### config.mk
export PLATFORM = sky130hd
export DESIGN_NAME = tokring_fifo
export DESIGN_NICKNAME = d
export VERILOG_FILES = /design/src/rtl/tokring_pkg.sv /design/src/rtl/tokring_hs.sv /design/src/rtl/tokring_cell.sv /design/src/rtl/tokring_fifo.sv
export SDC_FILE = /design/constraint.sdc
export NUM_CORES = 1
export LEC_CHECK = 0
export BUFFER_PORTS_ARGS = -buffer_cell sky130_fd_sc_hd__buf_4
export CAP_MARGIN = 20
export CORE_AREA = 5 5 91 93
export DETAILED_ROUTE_END_ITERATION = 12
export DIE_AREA = 0 0 96 98
export SLEW_MARGIN = 20
export SYNTH_ARGS = -nofsm -noshare
export SYNTH_HDL_FRONTEND = slang
export SYNTH_SLANG_ARGS = --single-unit
### constraint.sdc
create_clock -name clk -period 2.1 [get_ports clk]
set_clock_uncertainty 0.05 [all_clocks]
set_input_delay 0.21 -clock clk [delete_from_list [all_inputs] [get_ports clk]]
set_output_delay 0.21 -clock clk [all_outputs]
set_load 0.005 [all_outputs]
### src/rtl/tokring_pkg.sv
package tokring_pkg;

  // Index of the cell that follows cell i in a ring of n cells
  function automatic int ring_next(input int i, input int n);
    return (i + 1) % n;
  endfunction

  // Index of the cell that precedes cell i in a ring of n cells
  function automatic int ring_prev(input int i, input int n);
    return (i + n - 1) % n;
  endfunction

endpackage

### src/rtl/tokring_hs.sv
// Four-phase acknowledge generator shared by the write and read ports.
module tokring_hs (
  input  logic clk,
  input  logic rst_n,
  input  logic req_i,
  input  logic ready_i,
  output logic fire_o,
  output logic ack_o
);

  logic ack_q, ack_d;

  assign fire_o = req_i & ~ack_q & ready_i;

  always_comb begin
    ack_d = ack_q;
    if (fire_o)      ack_d = 1'b1;
    else if (!req_i) ack_d = 1'b0;
  end

  always_ff @(posedge clk or negedge rst_n) begin
    if (!rst_n) ack_q <= 1'b0;
    else        ack_q <= ack_d;
  end

  assign ack_o = ack_q;

  AST_ACK_HELD: assert property (@(posedge clk) disable iff (!rst_n)
    (ack_q && req_i) |=> ack_q);

  AST_ACK_AFTER_REQ: assert property (@(posedge clk) disable iff (!rst_n)
    $rose(ack_q) |-> $past(req_i));

endmodule

### src/rtl/tokring_cell.sv
// One ring cell: storage word, occupancy flag, and the two token bits.
module tokring_cell #(
  parameter int WIDTH      = 8,
  parameter bit IS_STARTER = 1'b0
) (
  input  logic             clk,
  input  logic             rst_n,
  input  logic             put_fire_i,
  input  logic             get_fire_i,
  input  logic [WIDTH-1:0] wdata_i,
  input  logic             nxt_full_i,
  input  logic             ptok_in_i,
  input  logic             gtok_in_i,
  output logic             ptok_o,
  output logic             gtok_o,
  output logic             full_o,
  output logic [WIDTH-1:0] data_o,
  output logic             ptok_pass_o,
  output logic             gtok_pass_o
);

  logic             ptok_q, ptok_d;
  logic             gtok_q, gtok_d;
  logic             full_q, full_d;
  logic [WIDTH-1:0] word_q;
  logic             wr_en, rd_en;

  assign wr_en = ptok_q & ~full_q & put_fire_i;
  assign rd_en = gtok_q &  full_q & get_fire_i;

  // The write token leaves only once this cell holds data and the next is free
  assign ptok_pass_o = ptok_q & (full_q | wr_en) & ~nxt_full_i;
  assign gtok_pass_o = rd_en;

  always_comb begin
    ptok_d = (ptok_q & ~ptok_pass_o) | ptok_in_i;
    gtok_d = (gtok_q & ~gtok_pass_o) | gtok_in_i;
    full_d = (full_q | wr_en) & ~rd_en;
  end

  always_ff @(posedge clk or negedge rst_n) begin
    if (!rst_n) begin
      ptok_q <= IS_STARTER;
      gtok_q <= IS_STARTER;
      full_q <= 1'b0;
    end else begin
      ptok_q <= ptok_d;
      gtok_q <= gtok_d;
      full_q <= full_d;
    end
  end

  always_ff @(posedge clk) begin
    if (wr_en) word_q <= wdata_i;
  end

  assign ptok_o = ptok_q;
  assign gtok_o = gtok_q;
  assign full_o = full_q;
  assign data_o = word_q;

  AST_PTOK_WAITS: assert property (@(posedge clk) disable iff (!rst_n)
    (ptok_q && full_q && nxt_full_i) |=> ptok_q);

  AST_READ_EMPTIES: assert property (@(posedge clk) disable iff (!rst_n)
    (gtok_q && get_fire_i && full_q) |=> !full_q);

endmodule

### src/rtl/tokring_fifo.sv
module tokring_fifo #(
  parameter int DEPTH = 4,
  parameter int WIDTH = 8
) (
  input  logic             clk,
  input  logic             rst_n,
  input  logic             put_req,
  input  logic [WIDTH-1:0] put_data,
  output logic             put_ack,
  input  logic             get_req,
  output logic             get_ack,
  output logic [WIDTH-1:0] get_data
);
  import tokring_pkg::*;

  logic [1:0]       rst_pipe;
  logic             rst_int_n;
  logic [DEPTH-1:0] ptok, gtok, full, ptok_pass, gtok_pass;
  logic [WIDTH-1:0] cell_data [DEPTH];
  logic             put_ready, get_ready, put_fire, get_fire;
  logic [WIDTH-1:0] rd_word;
  logic [WIDTH-1:0] gdata_q, gdata_d;

  // Asynchronous assertion, synchronous release
  always_ff @(posedge clk or negedge rst_n) begin
    if (!rst_n) rst_pipe <= 2'b00;
    else        rst_pipe <= {rst_pipe[0], 1'b1};
  end
  assign rst_int_n = rst_pipe[1];

  assign put_ready = |(ptok & ~full);
  assign get_ready = |(gtok & full);

  tokring_hs u_put_hs (
    .clk(clk), .rst_n(rst_int_n), .req_i(put_req), .ready_i(put_ready),
    .fire_o(put_fire), .ack_o(put_ack)
  );

  tokring_hs u_get_hs (
    .clk(clk), .rst_n(rst_int_n), .req_i(get_req), .ready_i(get_ready),
    .fire_o(get_fire), .ack_o(get_ack)
  );

  for (genvar i = 0; i < DEPTH; i++) begin : g_cell
    localparam int NXT = ring_next(i, DEPTH);
    localparam int PRV = ring_prev(i, DEPTH);
    tokring_cell #(.WIDTH(WIDTH), .IS_STARTER(i == 0)) u_cell (
      .clk        (clk),
      .rst_n      (rst_int_n),
      .put_fire_i (put_fire),
      .get_fire_i (get_fire),
      .wdata_i    (put_data),
      .nxt_full_i (full[NXT]),
      .ptok_in_i  (ptok_pass[PRV]),
      .gtok_in_i  (gtok_pass[PRV]),
      .ptok_o     (ptok[i]),
      .gtok_o     (gtok[i]),
      .full_o     (full[i]),
      .data_o     (cell_data[i]),
      .ptok_pass_o(ptok_pass[i]),
      .gtok_pass_o(gtok_pass[i])
    );
  end

  // Shared read bus: the read-token cell drives it
  always_comb begin
    rd_word = '0;
    for (int i = 0; i < DEPTH; i++) begin
      if (gtok[i]) rd_word = rd_word | cell_data[i];
    end
  end

  always_comb begin
    gdata_d = gdata_q;
    if (get_fire) gdata_d = rd_word;
  end

  always_ff @(posedge clk or negedge rst_int_n) begin
    if (!rst_int_n) gdata_q <= '0;
    else            gdata_q <= gdata_d;
  end

  assign get_data = gdata_q;

  AST_ONE_PUT_TOKEN: assert property (@(posedge clk) disable iff (!rst_int_n)
    $countones(ptok) == 1);

  AST_ONE_GET_TOKEN: assert property (@(posedge clk) disable iff (!rst_int_n)
    $countones(gtok) == 1);

  AST_NO_OVERFLOW: assert property (@(posedge clk) disable iff (!rst_int_n)
    (&full) |=> !$rose(put_ack));

  AST_GET_DATA_HELD: assert property (@(posedge clk) disable iff (!rst_int_n)
    (get_ack && get_req) |=> $stable(get_data));

  AST_NO_UNDERFLOW: assert property (@(posedge clk) disable iff (!rst_int_n)
    (~|full) |=> !$rose(get_ack));

  initial begin
    AST_DEPTH_MIN: assert (DEPTH >= 2);
  end

endmodule

==> results of run 1 <==
placed cells by master (no fill, tap or decap), types with 2 or more instances in the layout:
cell,n
edfxtp_1,32
buf_4,29
dfrtp_1,22
a22oi_1,16
nand2_1,14
nor2_1,14
o21ai_0,9
a31oi_1,9
clkbuf_8,5
a21oi_1,4
nor2b_1,3
nand2b_1,3
inv_1,2
nand2_2,2
a31oi_2,2
dfstp_2,2
metrics by stage:
stage          area [um2]  util, %  total power (W)  setup slack [ns]
6_report             2570     34.6          0.00324             0.413
5_1_grt              2570     34.6          0.00345             0.236
4_1_cts              2570     34.6          0.00327             0.409
3_5_place_dp         2450     32.9          0.00257             0.431
3_3_place_gp         2450     32.9          0.00255             0.482
2_1_floorplan        2160        -          0.00221             0.489
critical path, delay by kind of cell (launching register included):
family / cells / cell delay, ns
AND/OR/NAND/NOR: 2 / 0.26
flip-flops: 1 / 0.67
AO/OA/AOI/OAI: 2 / 0.62
synthesized netlist by cell type:
master,n,area share (%)
a21o_1,1,0.35
a21o_2,1,0.41
a21oi_1,4,0.93
a22o_1,1,0.41
a22oi_1,16,5.6
a31oi_1,9,2.6
a31oi_2,2,1.2
a41oi_4,1,1.3
and2_1,1,0.29
and2b_2,1,0.41
buf_2,4,0.93
buf_8,1,0.70
clkbuf_1,5,0.87
conb_1,1,0.17
dfrtp_1,22,26
dfstp_2,2,2.4
edfxtp_1,32,45
inv_1,2,0.35
nand2_1,14,2.4
nand2_2,2,0.58
nand2b_1,3,0.87
nand4_1,1,0.29
nor2_1,14,2.4
nor2b_1,3,0.87
o21a_1,1,0.35
o21ai_0,9,2.1
o21bai_1,1,0.35
o221ai_1,1,0.41
o31a_1,1,0.41
layer usage:
metal	GRT usage [%]	vias to the layer above
li1	-	626
met1	11.2	637
met2	15.4	37
met3	2.85	4
met4	2.95	0
met5	0	-
flip-flops by register name, summed over array words and instances (netlist names):
| signal | flops |
|---|---|
| g_cell.u_cell.data_o | 32 |
| g_cell.u_cell.full_o | 4 |
| g_cell.u_cell.gtok_o | 4 |
| g_cell.u_cell.ptok_o | 4 |
| get_data | 8 |
| rst_pipe | 2 |
| u_get_hs.ack_o | 1 |
| u_put_hs.ack_o | 1 |
cell families after synthesis:
logic type / Yosys count / share of synthesized area (%)
simple gates: 39 / 8.18
other cells: 1 / 0.174
flops: 56 / 72.5
compound gates: 48 / 16.3
buf+inv: 12 / 2.84
area by class of cell:
type,count,area share [%]
tap,102,4.96
multi-input combinational,88,20.7
clock inverter,3,1.80
inverter,2,0.292
sequential,56,60.8
timing repair buffer,30,8.85
clock buffer,5,2.67
power by group:
| group | switching, W | total, W | internal (W) |
|---|---|---|---|
| registers | 0.000228 | 0.00166 | 0.00143 |
| logic | 0.000454 | 0.000875 | 0.000421 |
| clock network | 0.000346 | 0.000707 | 0.000362 |
worst paths after layout:
kind / cells after the start / from / to / slack (ns)
max reg2reg: 4 / g_cell[0].u_cell.gtok_o / get_data[3] / 0.41
min: 1 / put_data[4] / g_cell[3].u_cell.data_o[4] / 0.05
max: 4 / g_cell[0].u_cell.gtok_o / get_data[3] / 0.41
min in group asynchronous: 1 / rst_pipe[1] / g_cell[3].u_cell.ptok_o / 0.16
max in group asynchronous: 1 / rst_pipe[1] / g_cell[0].u_cell.gtok_o / 1.56
min reg2reg: 1 / rst_pipe[1] / g_cell[3].u_cell.ptok_o / 0.16
==> impl_metrics.env, run 1 <==
export IMPL_drc=0
export IMPL_slowest_stage="dfstp_2"
export IMPL_clock_latency_ns=0.31
export IMPL_clock_path_buffers=2
export IMPL_layout_nets=195
export IMPL_n_antenna_cell=0
export IMPL_setup_tns_final_ns=0
export IMPL_powerDensity_nw_per_um2=1260
export IMPL_drt_iter0_markers=78
export IMPL_antenna_found_initial=0
export IMPL_routedWlPerCell_um=14.2
export IMPL_overflow=0
export IMPL_highest_layer="met4"
export IMPL_finalSetupViolCount=0
export IMPL_port_buffers=21
export IMPL_fin_crit_ns=1.69
export IMPL_required_ns=2.28
export IMPL_syn_inst=156
export IMPL_h_tree_depth=2
export IMPL_peakVddDrop_v=0.000347
export IMPL_num_vias=1304
export IMPL_cts_setup_buffers=0
export IMPL_multi_input_area_um2=532
export IMPL_cts_inserted_buffers=5
export IMPL_synth_seq_area_share_pct=72.5
export IMPL_leakagePower_nw=0.937
export IMPL_core_area_um2=7450
export IMPL_synth_cell_type_count=29
export IMPL_start_kind="register"
export IMPL_dieArea_um2=9410
export IMPL_dr_wl_met3_um=255
export IMPL_cts_tree="built"
export IMPL_arrival_ns=1.87
export IMPL_grt_max_degree=23
export IMPL_syn_area_um2=2160
export IMPL_drive_above_1_share_pct=25.0
export IMPL_status="completed"
export IMPL_clock_sinks=56
export IMPL_fin_crit_sh_pct=80.3
export IMPL_placedCellCount=277
export IMPL_start_util_pct=29.0
export IMPL_met1_length_um=1690
export IMPL_place_congestion=0.703
export IMPL_rsz0062_at_grt="false"
export IMPL_crit_chain="nand2_1 > a41oi_4 > nor2_1 > a31oi_2"
export IMPL_fill_cells=760
export IMPL_io_pins=22
export IMPL_holdWs_ns=0.0454
export IMPL_area_growth_syn_to_layout_pct=19.3
export IMPL_yosysWarningCount=0
export IMPL_firstDrtPassIters=4
export IMPL_critical_path_class="register to register"
export IMPL_grt_total_usage_pct=9.22
export IMPL_postCtsHoldBufs=1
export IMPL_syn_nets=168
export IMPL_seqCellArea_um2=1560
export IMPL_die_h_um=98
export IMPL_fmax_ghz=0.593
export IMPL_vias_per_cell=4.56
export IMPL_avgSynthCellArea_um2=13.8
export IMPL_ant_nets=0
export IMPL_finalHoldViolCount=0
export IMPL_hpwl_um=2660
export IMPL_grt_pass1_wl_um=6580
export IMPL_report_final_slew_viol_count=0
export IMPL_hp_class="input port to register"
export IMPL_cap_violations=0
export IMPL_critPathMaxFanout=16
export IMPL_synth_seq_cells=56
export IMPL_met2_length_um=2100
export IMPL_path_clk_slew_ns=0.10
export IMPL_cts_root_buf="clkbuf_8"
export IMPL_rows=32
export IMPL_tightest_slew_ns=0.553
export IMPL_relSlewSlack_pct=63.1
export IMPL_grt_pass1_vias=1324
export IMPL_cpPeakStageDelay_ns=0.67
export IMPL_wl_um=4070
export IMPL_cp_end_kind="register"
export IMPL_final_cell_count_no_fill=286
export IMPL_die_w_um=96
export IMPL_ctsResizeCount=0
(Power assumes the default switching activity.)
==> run 2, diff against run 1 <==
Clock period 2.1 ns to 1.7 ns, I/O delays scaled along.
==> run 2 against run 1 <==
Against the previous run: core utilization rose by 1.6 points; clock power is 3% higher; combinational power rose by 52%; critical path type unchanged; critical endpoint is now g_cell[2].u_cell.data_o[3]; sequential share of layout area fell by 2.7 points; non-clock buffer count is 15 higher; maximum frequency up 13%; first-iteration DRC count up 29%; critical path depth is 2 lower; power increased by 23%.
==> impl_metrics.env, run 2 (same netlist as run 1, synthesis figures left out) <==
export IMPL_critPathMaxFanout=9
export IMPL_die_h_um=98
export IMPL_cts_inserted_buffers=5
export IMPL_drt_iter0_markers=101
export IMPL_cap_violations=0
export IMPL_final_common_cell="buf_4"
export IMPL_io_pins=22
export IMPL_critical_path_class="register to register"
export IMPL_layout_nets=210
export IMPL_area_growth_syn_to_layout_pct=24.9
export IMPL_finalCoreUtilization_pct=36.2
export IMPL_h_tree_depth=2
export IMPL_die_w_um=96
export IMPL_grt_pass1_wl_um=7160
export IMPL_ant_nets=0
export IMPL_antenna_found_initial=0
export IMPL_cts_root_buf="clkbuf_8"
export IMPL_grt_pass1_vias=1394
export IMPL_routedWlPerCell_um=14.1
export IMPL_rows=32
export IMPL_arrival_ns=1.41
export IMPL_drc=0
export IMPL_peakVddDrop_v=0.000467
export IMPL_clock_latency_ns=0.30
export IMPL_cts_tree="built"
export IMPL_fin_area_um2=2690
export IMPL_status="completed"
export IMPL_grt_max_degree=23
export IMPL_grt_total_usage_pct=9.98
export IMPL_vias_per_cell=4.43
export IMPL_powerDensity_nw_per_um2=1480
export IMPL_port_buffers=21
export IMPL_fin_crit_ns=1.50
export IMPL_path_clk_slew_ns=0.10
export IMPL_core_area_um2=7450
export IMPL_report_final_slew_viol_count=0
export IMPL_rsz0062_at_grt="false"
export IMPL_drive_above_1_share_pct=26.6
export IMPL_dieArea_um2=9410
export IMPL_cp_end_kind="register"
export IMPL_n_antenna_cell=0
export IMPL_holdWs_ns=0.0322
export IMPL_placedCellCount=284
export IMPL_wl_um=4240
export IMPL_place_congestion=0.772
export IMPL_final_cell_count_no_fill=301
export IMPL_clock_path_buffers=2
export IMPL_start_util_pct=29.0
export IMPL_layout_common_cells="buf_4, edfxtp_1, dfrtp_1, a22oi_1"
export IMPL_start_kind="register"
export IMPL_required_ns=1.62
export IMPL_clock_sinks=56
export IMPL_postPlaceCellArea_um2=2510
export IMPL_largest_reg_flops=32
export IMPL_hpwl_um=2920
export IMPL_setup_tns_final_ns=0
export IMPL_firstDrtPassIters=4
export IMPL_leakagePower_nw=0.993
export IMPL_overflow=0
export IMPL_num_vias=1333
export IMPL_fin_crit_sh_pct=88.0
export IMPL_finalHoldViolCount=0
export IMPL_finalSetupViolCount=0
export IMPL_fmax_ghz=0.669
export IMPL_hp_class="input port to register"
-- run 2: cell type report --
cell class              instances  area (um2)
clock buffers                   5        68.8
clock inverters                 3        21.3
fillers                       758        4750
inverters                       2        7.51
multi-input cells              88         532
flip-flops and latches         56        1560
well taps                     102         128
repair buffers                 45         373
-- run 2: metrics by stage --
stage	setup slack, ns	total power (W)
2_1_floorplan	0.0887	0.00273
3_3_place_gp	0.242	0.00328
3_5_place_dp	0.195	0.00331
4_1_cts	0.178	0.00404
5_1_grt	0.0625	0.00429
6_report	0.205	0.00399
-- run 2: path summary, 6_finish.rpt --
kind	start	endpoint	slack [ns]	cells past startpoint
worst max-delay path	u_put_hs.ack_o	g_cell[2].u_cell.data_o[3]	0.20	2
worst min-delay path	get_req	u_get_hs.ack_o	0.03	2
worst max register to register	u_put_hs.ack_o	g_cell[2].u_cell.data_o[3]	0.20	2
worst min register to register	rst_pipe[1]	g_cell[3].u_cell.ptok_o	0.18	1
max in group asynchronous	rst_pipe[1]	g_cell[0].u_cell.gtok_o	1.14	1
min in group asynchronous	rst_n	rst_pipe[1]	0.12	2
-- run 2: routing by layer --
| layer | global-route usage [%] | vias to the layer above | routed length (um) |
|---|---|---|---|
| met5 | 0 | - | 0 |
| met4 | 3.28 | 0 | 48 |
| met3 | 2.85 | 5 | 145 |
| met2 | 16.0 | 25 | 2130 |
| met1 | 12.8 | 648 | 1920 |
| li1 | - | 655 | - |
-- run 2: report_power, final --
part	switching, W	total [W]	internal (W)
Sequential	0.000173	0.00194	0.00176
Combinational	0.000688	0.00133	0.000642
Clock	0.000433	0.000726	0.000293
-- run 2: critical path, stage by stage, from the launching register on --
cell and delay (ns):
dfrtp_1 0.40, nor2b_1 0.27, and2_1 0.44
-- run 2: what timing repair did --
item,in CTS,in global routing
hold endpoints to repair,4,26
hold buffers,2,7
resized for setup,0,0
setup buffers,0,0
==> run 3, diff against run 2 <==
Settings changed: BUFFER_PORTS_ARGS -buffer_cell sky130_fd_sc_hd__buf_4 to not set, CAP_MARGIN 20 to 30, DONT_BUFFER_PORTS set to 1, PLACE_DENSITY set to 0.47.
==> run 3 against run 2 <==
Against the previous run: sequential cell count is the same; register-to-register slack lost 0.06 ns; count of clock-buffer cells in the layout is the same; global-route usage grew 0.21 points; die area is the same; maximum frequency shrank 3.8%; via count shrank 0.68%; largest power group unchanged.
==> impl_metrics.env, run 3 (same netlist as run 1, synthesis figures left out) <==
export IMPL_clock_latency_ns=0.31
export IMPL_status="completed"
export IMPL_power_frac_seq_pct=50.9
export IMPL_p_int_w=0.00257
export IMPL_seqCellArea_um2=1560
export IMPL_grt_pass1_wl_um=7180
export IMPL_overflow=0
export IMPL_die_h_um=98
export IMPL_start_kind="register"
export IMPL_fill_cells=756
export IMPL_critical_path_class="register to register"
export IMPL_hpwl_um=2930
export IMPL_largest_reg_flops=32
export IMPL_peakVddDrop_v=0.000499
export IMPL_layout_common_cells="edfxtp_1, dfrtp_1, a22oi_1"
export IMPL_swShare_pct=33.8
export IMPL_place_congestion=0.841
export IMPL_core_area_um2=7450
export IMPL_preCtsSetupSlack_ns=0.143
export IMPL_path_clk_slew_ns=0.10
export IMPL_required_ns=1.62
export IMPL_area_growth_syn_to_layout_pct=18.7
export IMPL_die_w_um=96
export IMPL_start_util_pct=29.0
export IMPL_rows=32
export IMPL_arrival_ns=1.47
export IMPL_multi_input_area_um2=532
export IMPL_drc=0
export IMPL_grt_total_usage_pct=10.2
export IMPL_cts_root_buf="clkbuf_8"
export IMPL_drive_above_1_share_pct=17.8
export IMPL_clock_sinks=56
export IMPL_num_vias=1324
export IMPL_switchingPower_w=0.00131
export IMPL_finalHoldViolCount=0
export IMPL_rsz0062_at_grt="false"
export IMPL_firstDrtPassIters=4
export IMPL_wl_um=4430
export IMPL_comb_power_share_pct=29.5
export IMPL_fin_crit_sh_pct=91.4
export IMPL_dieArea_um2=9410
export IMPL_fmax_ghz=0.643
export IMPL_drt_iter0_markers=99
export IMPL_critPathMaxFanout=9
export IMPL_port_buffers=0
export IMPL_clock_path_buffers=2
export IMPL_finalSetupViolCount=0
export IMPL_vias_per_cell=4.70
export IMPL_final_common_cell="edfxtp_1"
export IMPL_cts_tree="built"
export IMPL_powerDensity_nw_per_um2=1520
export IMPL_layout_nets=191
export IMPL_grt_max_degree=23
export IMPL_setup_tns_final_ns=0
export IMPL_io_pins=22
export IMPL_report_final_slew_viol_count=0
export IMPL_antenna_found_initial=0
export IMPL_cts_setup_buffers=0
export IMPL_routedWlPerCell_um=15.7
export IMPL_grt_pass1_vias=1357
export IMPL_n_antenna_cell=0
export IMPL_fin_crit_ns=1.55
export IMPL_setup_ws_ns=0.146
export IMPL_ant_nets=0
export IMPL_cp_end_kind="register"
export IMPL_hp_class="input port to async pin"
export IMPL_cap_violations=0
export IMPL_h_tree_depth=2
export IMPL_clkPwrFrac_pct=19.5
export IMPL_leakagePower_nw=0.899
export IMPL_cts_inserted_buffers=5
[run 3: changes by cell type in the layout (fill, tap and decap cells not counted), sizes merged]
cell	previous run	this run
clkinv	1	0
buf	36	15
clkinvlp	1	2
dlygate4sd3	9	11
[run 3: repair_timing]
| action | 4_1_cts | 5_1_grt |
|---|---|---|
| setup endpoints to repair | 0 | 0 |
| resized for setup | 0 | 0 |
| hold buffers | 11 | 0 |
| endpoints found under the hold margin | 36 | 0 |
[run 3: path summary, 6_finish.rpt]
| kind | from | to | slack [ns] | depth (start not counted) |
|---|---|---|---|---|
| max reg2reg | u_put_hs.ack_o | g_cell[2].u_cell.data_o[1] | 0.15 | 2 |
| max | u_put_hs.ack_o | g_cell[2].u_cell.data_o[1] | 0.15 | 2 |
| max in group asynchronous | rst_pipe[1] | g_cell[0].u_cell.gtok_o | 1.14 | 1 |
| min in group clk | get_req | g_cell[0].u_cell.gtok_o | 0.13 | 2 |
| min reg2reg | rst_pipe[1] | get_data[0] | 0.17 | 1 |
| min | rst_n | rst_pipe[0] | 0.03 | 1 |
[run 3: final cells by class]
type | instances | share of cell area (%)
Tap cell | 102 | 4.98
Clock buffer | 5 | 2.69
Sequential cell | 56 | 61.1
Timing Repair Buffer | 26 | 9.18
Multi-Input combinational cell | 88 | 20.8
Inverter | 2 | 0.293
Clock inverter | 3 | 1.03
[run 3: metal layers]
layer | vias up | GRT usage [%] | wire [um]
met2 | 28 | 15.8 | 2200
met1 | 667 | 13.2 | 1960
met5 | - | 0 | 0
met4 | 0 | 5.80 | 126
met3 | 8 | 1.77 | 140
li1 | 621 | - | -
[run 3: critical path, cell delays in order, from the launching register on]
cell and delay, ns:
dfrtp_1 0.42, nor2b_1 0.28, and2_1 0.46
[run 3: per-stage QoR]
| step | util (%) | std cells | cell area [um2] | power [W] | hold slack, ns |
|---|---|---|---|---|---|
| 6_report | 34.4 | 282 | 2560 | 0.00388 | 0.0299 |
| 3_3_place_gp | 31.6 | 263 | 2360 | 0.00312 | -0.176 |
| 2_1_floorplan | - | 156 | 2160 | 0.00273 | -0.176 |
| 3_5_place_dp | 31.6 | 263 | 2360 | 0.00315 | -0.176 |
| 4_1_cts | 34.4 | 282 | 2560 | 0.00392 | 0.0257 |
| 5_1_grt | 34.4 | 282 | 2560 | 0.00412 | 0.0375 |
[run 3: power groups by stage]
stage / Combinational, W / Clock, W / Sequential, W
after global placement: 0.00110 / 0 / 0.00201
after CTS: 0.00115 / 0.000770 / 0.00199
after detailed placement: 0.00113 / 0 / 0.00202
final: 0.00115 / 0.000759 / 0.00198
after global routing: 0.00128 / 0.000817 / 0.00203
after floorplan: 0.000795 / 0 / 0.00194
